$ cat config.mk
export PLATFORM = sky130hd
export DESIGN_NAME = lcdtg_raster
export DESIGN_NICKNAME = d
export VERILOG_FILES = /design/src/rtl/lcdtg_pkg.sv /design/src/rtl/lcdtg_regs.sv /design/src/rtl/lcdtg_counters.sv /design/src/rtl/lcdtg_outgen.sv /design/src/rtl/lcdtg_raster.sv
export SDC_FILE = /design/constraint.sdc
export NUM_CORES = 1
export LEC_CHECK = 0
export BUFFER_PORTS_ARGS = -buffer_cell sky130_fd_sc_hd__buf_2
export CAP_MARGIN = 20
export CORE_MARGIN = 1.5
export CORE_UTILIZATION = 60
export DETAILED_ROUTE_END_ITERATION = 6
export GPL_TIMING_DRIVEN = 0
export MAX_ROUTING_LAYER = met4
export PLACE_DENSITY_LB_ADDON = 0.1
export SLEW_MARGIN = 20
export SYNTH_ARGS = -nofsm -noshare
export SYNTH_HDL_FRONTEND = slang
export SYNTH_SLANG_ARGS = --single-unit
$ cat constraint.sdc
create_clock -name clk -period 13.35 [get_ports clk]
set_input_delay 2.67 -clock clk [delete_from_list [all_inputs] [get_ports clk]]
set_output_delay 2.67 -clock clk [all_outputs]
set_load 0.005 [all_outputs]
$ cat src/rtl/lcdtg_pkg.sv
package lcdtg_pkg;

    localparam int LINE_W  = 16;
    localparam int FRAME_W = 32;
    localparam int ADDR_W  = 3;
    localparam int DATA_W  = 32;

    typedef enum logic [ADDR_W-1:0] {
        RA_CTRL   = 3'd0,
        RA_HWORD  = 3'd1,
        RA_FPER   = 3'd2,
        RA_VPW    = 3'd3,
        RA_HACT   = 3'd4,
        RA_VSTART = 3'd5,
        RA_VEND   = 3'd6,
        RA_SKEW   = 3'd7
    } reg_addr_e;

    typedef struct packed {
        logic [LINE_W-1:0]  hper;
        logic [LINE_W-1:0]  hpw;
        logic [LINE_W-1:0]  hstart;
        logic [LINE_W-1:0]  hend;
        logic [LINE_W-1:0]  skew;
        logic [FRAME_W-1:0] fper;
        logic [FRAME_W-1:0] vpw;
        logic [FRAME_W-1:0] vstart;
        logic [FRAME_W-1:0] vend;
    } tcfg_t;

endpackage

$ cat src/rtl/lcdtg_regs.sv
module lcdtg_regs
    import lcdtg_pkg::*;
#(
    parameter tcfg_t DEF_CFG = '0
) (
    input  logic              clk,
    input  logic              rst_n,
    input  logic              wr_en,
    input  logic [ADDR_W-1:0] wr_addr,
    input  logic [DATA_W-1:0] wr_data,
    input  logic              frame_end,
    output logic              run_n,
    output logic              start,
    output tcfg_t             cfg_q,
    output tcfg_t             cfg_n
);

    typedef struct packed {
        logic  run;
        tcfg_t pend;
        tcfg_t act;
    } regs_t;

    regs_t d, q;
    logic  load;

    always_comb begin
        d     = q;
        run_n = q.run;
        if (wr_en && reg_addr_e'(wr_addr) == RA_CTRL) begin
            run_n = wr_data[0];
        end
        start = run_n & ~q.run;
        load  = start | (q.run & run_n & frame_end);
        cfg_n = load ? q.pend : q.act;
        d.run = run_n;
        d.act = cfg_n;
        if (wr_en) begin
            case (reg_addr_e'(wr_addr))
                RA_HWORD: begin
                    d.pend.hper = wr_data[2*LINE_W-1:LINE_W];
                    d.pend.hpw  = wr_data[LINE_W-1:0];
                end
                RA_FPER:   d.pend.fper   = wr_data[FRAME_W-1:0];
                RA_VPW:    d.pend.vpw    = wr_data[FRAME_W-1:0];
                RA_HACT: begin
                    d.pend.hstart = wr_data[LINE_W-1:0];
                    d.pend.hend   = wr_data[2*LINE_W-1:LINE_W];
                end
                RA_VSTART: d.pend.vstart = wr_data[FRAME_W-1:0];
                RA_VEND:   d.pend.vend   = wr_data[FRAME_W-1:0];
                RA_SKEW:   d.pend.skew   = wr_data[LINE_W-1:0];
                default: ;
            endcase
        end
    end

    always_ff @(posedge clk or negedge rst_n) begin
        if (!rst_n) begin
            q.run  <= 1'b0;
            q.pend <= DEF_CFG;
            q.act  <= DEF_CFG;
        end else begin
            q <= d;
        end
    end

    assign cfg_q = q.act;

    // the active timing moves only on a load
    a_r6_active_held: assert property (@(posedge clk) disable iff (!rst_n)
        !load |=> $stable(q.act));

    // a start copies the pending set into the active set
    a_r7_start_loads: assert property (@(posedge clk) disable iff (!rst_n)
        start |=> (q.act == $past(q.pend)));

endmodule

$ cat src/rtl/lcdtg_counters.sv
module lcdtg_counters
    import lcdtg_pkg::*;
(
    input  logic               clk,
    input  logic               rst_n,
    input  logic               run_n,
    input  logic               start,
    input  logic [LINE_W-1:0]  hper,
    input  logic [FRAME_W-1:0] fper,
    output logic               frame_end,
    output logic [LINE_W-1:0]  hpos_n,
    output logic [FRAME_W-1:0] fpos_n
);

    typedef struct packed {
        logic [LINE_W-1:0]  h;
        logic [FRAME_W-1:0] f;
    } pos_t;

    pos_t d, q;
    logic line_end;

    always_comb begin
        line_end  = ((LINE_W+1)'(q.h) + (LINE_W+1)'(1)) >= (LINE_W+1)'(hper);
        frame_end = ((FRAME_W+1)'(q.f) + (FRAME_W+1)'(1)) >= (FRAME_W+1)'(fper);
        d = q;
        if (!run_n || start || frame_end) begin
            d = '0;
        end else begin
            d.h = line_end ? '0 : q.h + LINE_W'(1);
            d.f = q.f + FRAME_W'(1);
        end
        hpos_n = d.h;
        fpos_n = d.f;
    end

    always_ff @(posedge clk or negedge rst_n) begin
        if (!rst_n) begin
            q <= '0;
        end else begin
            q <= d;
        end
    end

    // a frame boundary zeroes both positions
    a_r5_frame_restart: assert property (@(posedge clk) disable iff (!rst_n)
        (run_n && !start && frame_end) |=> (q.f == '0 && q.h == '0));

    // line position stays inside the programmed period
    a_r2_line_in_range: assert property (@(posedge clk) disable iff (!rst_n)
        (hper != '0) |-> (q.h < hper));

    // a stopped raster holds both positions at zero
    a_r8_stop_zero: assert property (@(posedge clk) disable iff (!rst_n)
        !run_n |=> (q.f == '0 && q.h == '0));

endmodule

$ cat src/rtl/lcdtg_outgen.sv
module lcdtg_outgen
    import lcdtg_pkg::*;
(
    input  logic               clk,
    input  logic               rst_n,
    input  logic               run_n,
    input  logic [LINE_W-1:0]  hpos_n,
    input  logic [FRAME_W-1:0] fpos_n,
    input  logic [LINE_W-1:0]  hpw,
    input  logic [LINE_W-1:0]  hstart,
    input  logic [LINE_W-1:0]  hend,
    input  logic [LINE_W-1:0]  skew,
    input  logic [FRAME_W-1:0] vpw,
    input  logic [FRAME_W-1:0] vstart,
    input  logic [FRAME_W-1:0] vend,
    output logic               hsync,
    output logic               vsync,
    output logic               de
);

    typedef struct packed {
        logic hs;
        logic vs;
        logic de;
    } outs_t;

    outs_t d, q;
    logic  in_vs, in_vwin, in_hwin;

    always_comb begin
        in_vs   = (fpos_n >= FRAME_W'(skew)) &&
                  ((FRAME_W+1)'(fpos_n) <
                   ((FRAME_W+1)'(skew) + (FRAME_W+1)'(vpw)));
        in_vwin = (fpos_n >= vstart) && (fpos_n <= vend);
        in_hwin = (hpos_n >= hstart) && (hpos_n <= hend);
        d.hs    = run_n && (hpos_n < hpw);
        d.vs    = run_n && in_vs;
        d.de    = run_n && in_vwin && in_hwin;
    end

    always_ff @(posedge clk or negedge rst_n) begin
        if (!rst_n) begin
            q <= '0;
        end else begin
            q <= d;
        end
    end

    assign hsync = q.hs;
    assign vsync = q.vs;
    assign de    = q.de;

    // nothing is driven while the raster is stopped
    a_r8_quiet_when_stopped: assert property (@(posedge clk) disable iff (!rst_n)
        !run_n |=> !(hsync || vsync || de));

endmodule

$ cat src/rtl/lcdtg_raster.sv
module lcdtg_raster
    import lcdtg_pkg::*;
#(
    parameter int H_ACTIVE = 480,
    parameter int H_PULSE  = 8,
    parameter int H_BACK   = 184,
    parameter int H_FRONT  = 4,
    parameter int V_ACTIVE = 800,
    parameter int V_PULSE  = 1,
    parameter int V_BACK   = 2,
    parameter int V_FRONT  = 3,
    parameter int SKEW     = 0
) (
    input  logic              clk,
    input  logic              rst_n,
    input  logic              wr_en,
    input  logic [ADDR_W-1:0] wr_addr,
    input  logic [DATA_W-1:0] wr_data,
    output logic              hsync,
    output logic              vsync,
    output logic              de
);

    localparam int H_PERIOD = H_PULSE + H_BACK + H_ACTIVE + H_FRONT;
    localparam int V_LINES  = V_PULSE + V_BACK + V_ACTIVE + V_FRONT;
    localparam int F_PERIOD = H_PERIOD * V_LINES;
    localparam int H_START  = H_PULSE + H_BACK;
    localparam int H_END    = H_START + H_ACTIVE - 1;
    localparam int V_START  = (V_PULSE + V_BACK) * H_PERIOD + SKEW;
    localparam int V_END    = F_PERIOD - V_FRONT * H_PERIOD + SKEW - 1;

    localparam tcfg_t DEF_CFG = '{
        hper:   LINE_W'(H_PERIOD),
        hpw:    LINE_W'(H_PULSE),
        hstart: LINE_W'(H_START),
        hend:   LINE_W'(H_END),
        skew:   LINE_W'(SKEW),
        fper:   FRAME_W'(F_PERIOD),
        vpw:    FRAME_W'(V_PULSE * H_PERIOD),
        vstart: FRAME_W'(V_START),
        vend:   FRAME_W'(V_END)
    };

    logic               run_n, start, frame_end;
    tcfg_t              cfg_q, cfg_n;
    logic [LINE_W-1:0]  hpos_n;
    logic [FRAME_W-1:0] fpos_n;

    lcdtg_regs #(.DEF_CFG(DEF_CFG)) u_regs (
        .clk       (clk),
        .rst_n     (rst_n),
        .wr_en     (wr_en),
        .wr_addr   (wr_addr),
        .wr_data   (wr_data),
        .frame_end (frame_end),
        .run_n     (run_n),
        .start     (start),
        .cfg_q     (cfg_q),
        .cfg_n     (cfg_n)
    );

    lcdtg_counters u_cnt (
        .clk       (clk),
        .rst_n     (rst_n),
        .run_n     (run_n),
        .start     (start),
        .hper      (cfg_q.hper),
        .fper      (cfg_q.fper),
        .frame_end (frame_end),
        .hpos_n    (hpos_n),
        .fpos_n    (fpos_n)
    );

    lcdtg_outgen u_out (
        .clk    (clk),
        .rst_n  (rst_n),
        .run_n  (run_n),
        .hpos_n (hpos_n),
        .fpos_n (fpos_n),
        .hpw    (cfg_n.hpw),
        .hstart (cfg_n.hstart),
        .hend   (cfg_n.hend),
        .skew   (cfg_n.skew),
        .vpw    (cfg_n.vpw),
        .vstart (cfg_n.vstart),
        .vend   (cfg_n.vend),
        .hsync  (hsync),
        .vsync  (vsync),
        .de     (de)
    );

endmodule

==> results by group <==
Die
  – Die Y-Extent: 205 um
  – Core area: 39900 um2
  – Die W: 205 um
  – DIE AREA: 41900 um2
  – Io pins: 41
  – # rows: 73
  – Effective utilization at floorplan: 61.1%

Worst setup path
  – CP startpoint: u_cnt.q[0]$_DFF_PN0_
  – Top delay family on crit path: compound AO/OA/AOI/OAI gates
  – CP startpoint kind: flip-flop
  – Worst path arrival time: 12.03 ns
  – Reg2Reg Depth: 42
  – Max incr delay on CP: 0.85 ns
  – CP dominant cell by count: nand2_1
  – WS Path Type: flip-flop to flip-flop
  – Worst R2R Setup Slack: 1.78 ns
  – Critical Path Fanout Max: 10
  – Worst Setup End Kind: flip-flop
  – CP bufs+invs: 4
  – WP data required: 13.81 ns
  – R2r endpoint: u_out.vsync$_DFF_PN0_
  – FF-to-FF Start: u_cnt.q[0]$_DFF_PN0_
  – Slowest cell on crit path: nor4_1

GRT
  – Largest net degree at the start of global routing: 106
  – Tot GR Track Use: 32.6%
  – First-pass GRT wire length: 98800 um
  – Grt ovf: 0
  – Initial antenna violation count: 3
  – Vias in the first global route: 17.1k

Worst hold path
  – Hold path depth: 2
  – Min-Delay Startpoint: u_regs.q[304]$_DFFE_PN0P_
  – Worst Hold Path EP: u_regs.cfg_q[96]$_DFFE_PN0N_
  – Worst min path class: flip-flop to flip-flop

Logic synthesis
  – Post-synth design cell area: 24400 um2
  – Yosys top cell by area: dfrtp_1
  – Top-count cell post-synth: dfrtp_1
  – Largest cells by area after synthesis: dfrtp_1 40%, ha_1 11%, mux2_2 9.8%
  – Mapped Nets: 2412
  – Yosys cell types: 77
  – Top-area cell type share of the netlist area: 39.8%
  – FF+latch count, synth: 468
  – Number of synthesized flops with an enable pin: 0
  – Async SR Flop Fraction: 100%
  – Register area share after synthesis: 48.4%
  – Ys Warns: 0
  – Synth Instances: 2153
  – Mapped Avg Cell Area: 11.3 um2
  – Top post-synthesis cells by count: 388 x dfrtp_1, 220 x ha_1, 212 x mux2_2, 210 x nand2_1, 209 x inv_1
  – Main synth FF type: dfrtp_1

STA
  – Worst Skew: 0.0230 ns
  – Fin crit share: 86.7%
  – Fin. Hold Viols: 0
  – RSZ-0062 raised after global routing: no
  – Final min period: 11.57 ns
  – Setup TNS: 0 ns
  – Max frequency: 86.4 MHz
  – Slew @ Worst Pin: 1.08 ns
  – Slew Limit Headroom: 26.8%
  – Setup violations, final: 0
  – Pins over their slew limit: 0

Pwr
  – Worst IR Drop VDD: 0.121 mV
  – Pwr/cell area: 197 nW/um2
  – Static leakage: 13.8 nW

Route
  – 1st-iter DRT viols: 1090
  – Final ANT Viol Nets: 0
  – Drc violations: 0
  – Drt wl/cell: 22.5 um
  – Routed wire length: 63400 um
  – Drt via density: 5.83
  – Vias: 16.4k
  – Drt pass-1 iters: 5

Layout
  – Post-layout nets: 2508
  – Layout cells sized above 1: 20.3%
  – Fillers: 3078
  – Non-filler instance count after layout: 2815
  – Final Cell Area: 27000 um2
  – Area grow syn2layout: 10.9%

Clocking
  – CTS Buffer Depth: 3
  – CTS H-tree lvls: 2
  – Skew-Pair Late Insertion Delay: 0.59 ns
  – Clk root buf: clkbuf_16
  – Hold buffer count at CTS: 0
  – Post-CTS Setup Bufs: 0
  – Sink Count: 468
  – CTS buffer count: 49
  – PostCTS Resize Cnt: 0
  – Clock-pin slew on the worst setup and hold paths: 0.06 ns
  – CTS tree: yes

Placement
  – Dpl hpwl: 48000 um
  – Placed Instance Area: 25400 um2
  – Cell total after placement: 2722
  – RePlAce Congestion: 0.921
  – Port bufs: 36

Flow run
  – Maxcap violations: 0

Outcome
  – Status: finished clean
[report_power, final]
part / switching (W) / leakage [nW] / internal [W]
sequential: 0.000177 / 5.64 / 0.00193
combinational: 0.00109 / 7.39 / 0.000740
clock: 0.000566 / 0.800 / 0.000819
total: 0.00183 / 13.8 / 0.00349
[worst max path at each step]
stage | end | slack, ns | cells past startpoint
floorplan | u_out.vsync$_DFF_PN0_ | 4.14 | 32
global placement | u_regs.q[360]$_DFFE_PN0P_ | 0.58 | 1
detailed placement | u_out.vsync$_DFF_PN0_ | 1.53 | 37
global route | u_out.vsync$_DFF_PN0_ | 1.04 | 42
finish | u_out.vsync$_DFF_PN0_ | 1.78 | 42
CTS | u_out.vsync$_DFF_PN0_ | 1.81 | 42
[stage by stage]
step / setup slack (ns) / util (%) / power, W / hold slack [ns]
final: 1.78 / 67.7 / 0.00532 / 0.464
after global routing: 1.04 / 67.7 / 0.00567 / 0.501
after CTS: 1.81 / 67.7 / 0.00535 / 0.462
after detailed placement: 1.53 / 63.6 / 0.00394 / 0.449
after global placement: 0.584 / 63.2 / 0.00386 / 0.448
after floorplan: 4.14 / - / 0.00339 / 0.435
[metal layers]
metal | wire (um) | GRT usage (%)
met1 | 28800 | 42.9
met2 | 29500 | 51.5
met3 | 3080 | 4.85
met4 | 2070 | 11.6
met5 | 0 | -
[flip-flops by register name, indices dropped and copies added, names as in the netlist]
name and cells:
u_regs.cfg_q 208, u_cnt.q 48, u_out.de 1, u_out.vsync 1
u_regs.q 209, u_out.hsync 1
[worst min-delay path, stage by stage, from the launching register on]
cell and delay (ns):
dfrtp_1 0.34, nand2_1 0.05, nand2_1 0.05
[final cells by class]
cell class | instances | area, um2 | area share [%]
repair buffers | 45 | 359 | 1.33
plain buffers | 61 | 274 | 1.01
clock buffers | 73 | 1440 | 5.31
inverters | 210 | 788 | 2.92
clock inverters | 16 | 189 | 0.699
diodes | 3 | 7.51 | 0.0278
flip-flops and latches | 468 | 11800 | 43.7
multi-input cells | 1414 | 11500 | 42.6
well taps | 525 | 657 | 2.43
[kinds of logic after synthesis]
kind of cell,count (synthesis),synth area share [%]
mux,339,15.1
compound gates,285,7.72
simple gates,487,10.0
flops,468,48.4
xor+xnor,76,2.79
fa+ha+maj,227,11.6
buf+inv,271,4.36
[placed cells by master, fill, tap and decap left out, drive strengths merged, types with 4 or more instances in the layout]
| cell type | n |
|---|---|
| dfrtp | 388 |
| ha | 220 |
| mux2 | 212 |
| nand2 | 212 |
| inv | 210 |
| mux2i | 127 |
| clkbuf | 109 |
| o21ai | 92 |
| dfstp | 80 |
| buf | 70 |
| a21o | 57 |
| nor2b | 56 |
| nor2 | 54 |
| a21oi | 51 |
| xnor2 | 46 |
| nand4 | 42 |
| nand3 | 41 |
| xor2 | 29 |
| nor3 | 19 |
| o21a | 16 |
| nand2b | 14 |
| a211oi | 12 |
| o211ai | 12 |
| and3 | 10 |
| clkinv | 10 |
| and4 | 9 |
| nor4 | 9 |
| a31oi | 8 |
| a2111oi | 7 |
| maj3 | 6 |
| bufinv | 4 |
| o21bai | 4 |
| or3 | 4 |
(Power assumes the default switching activity.)
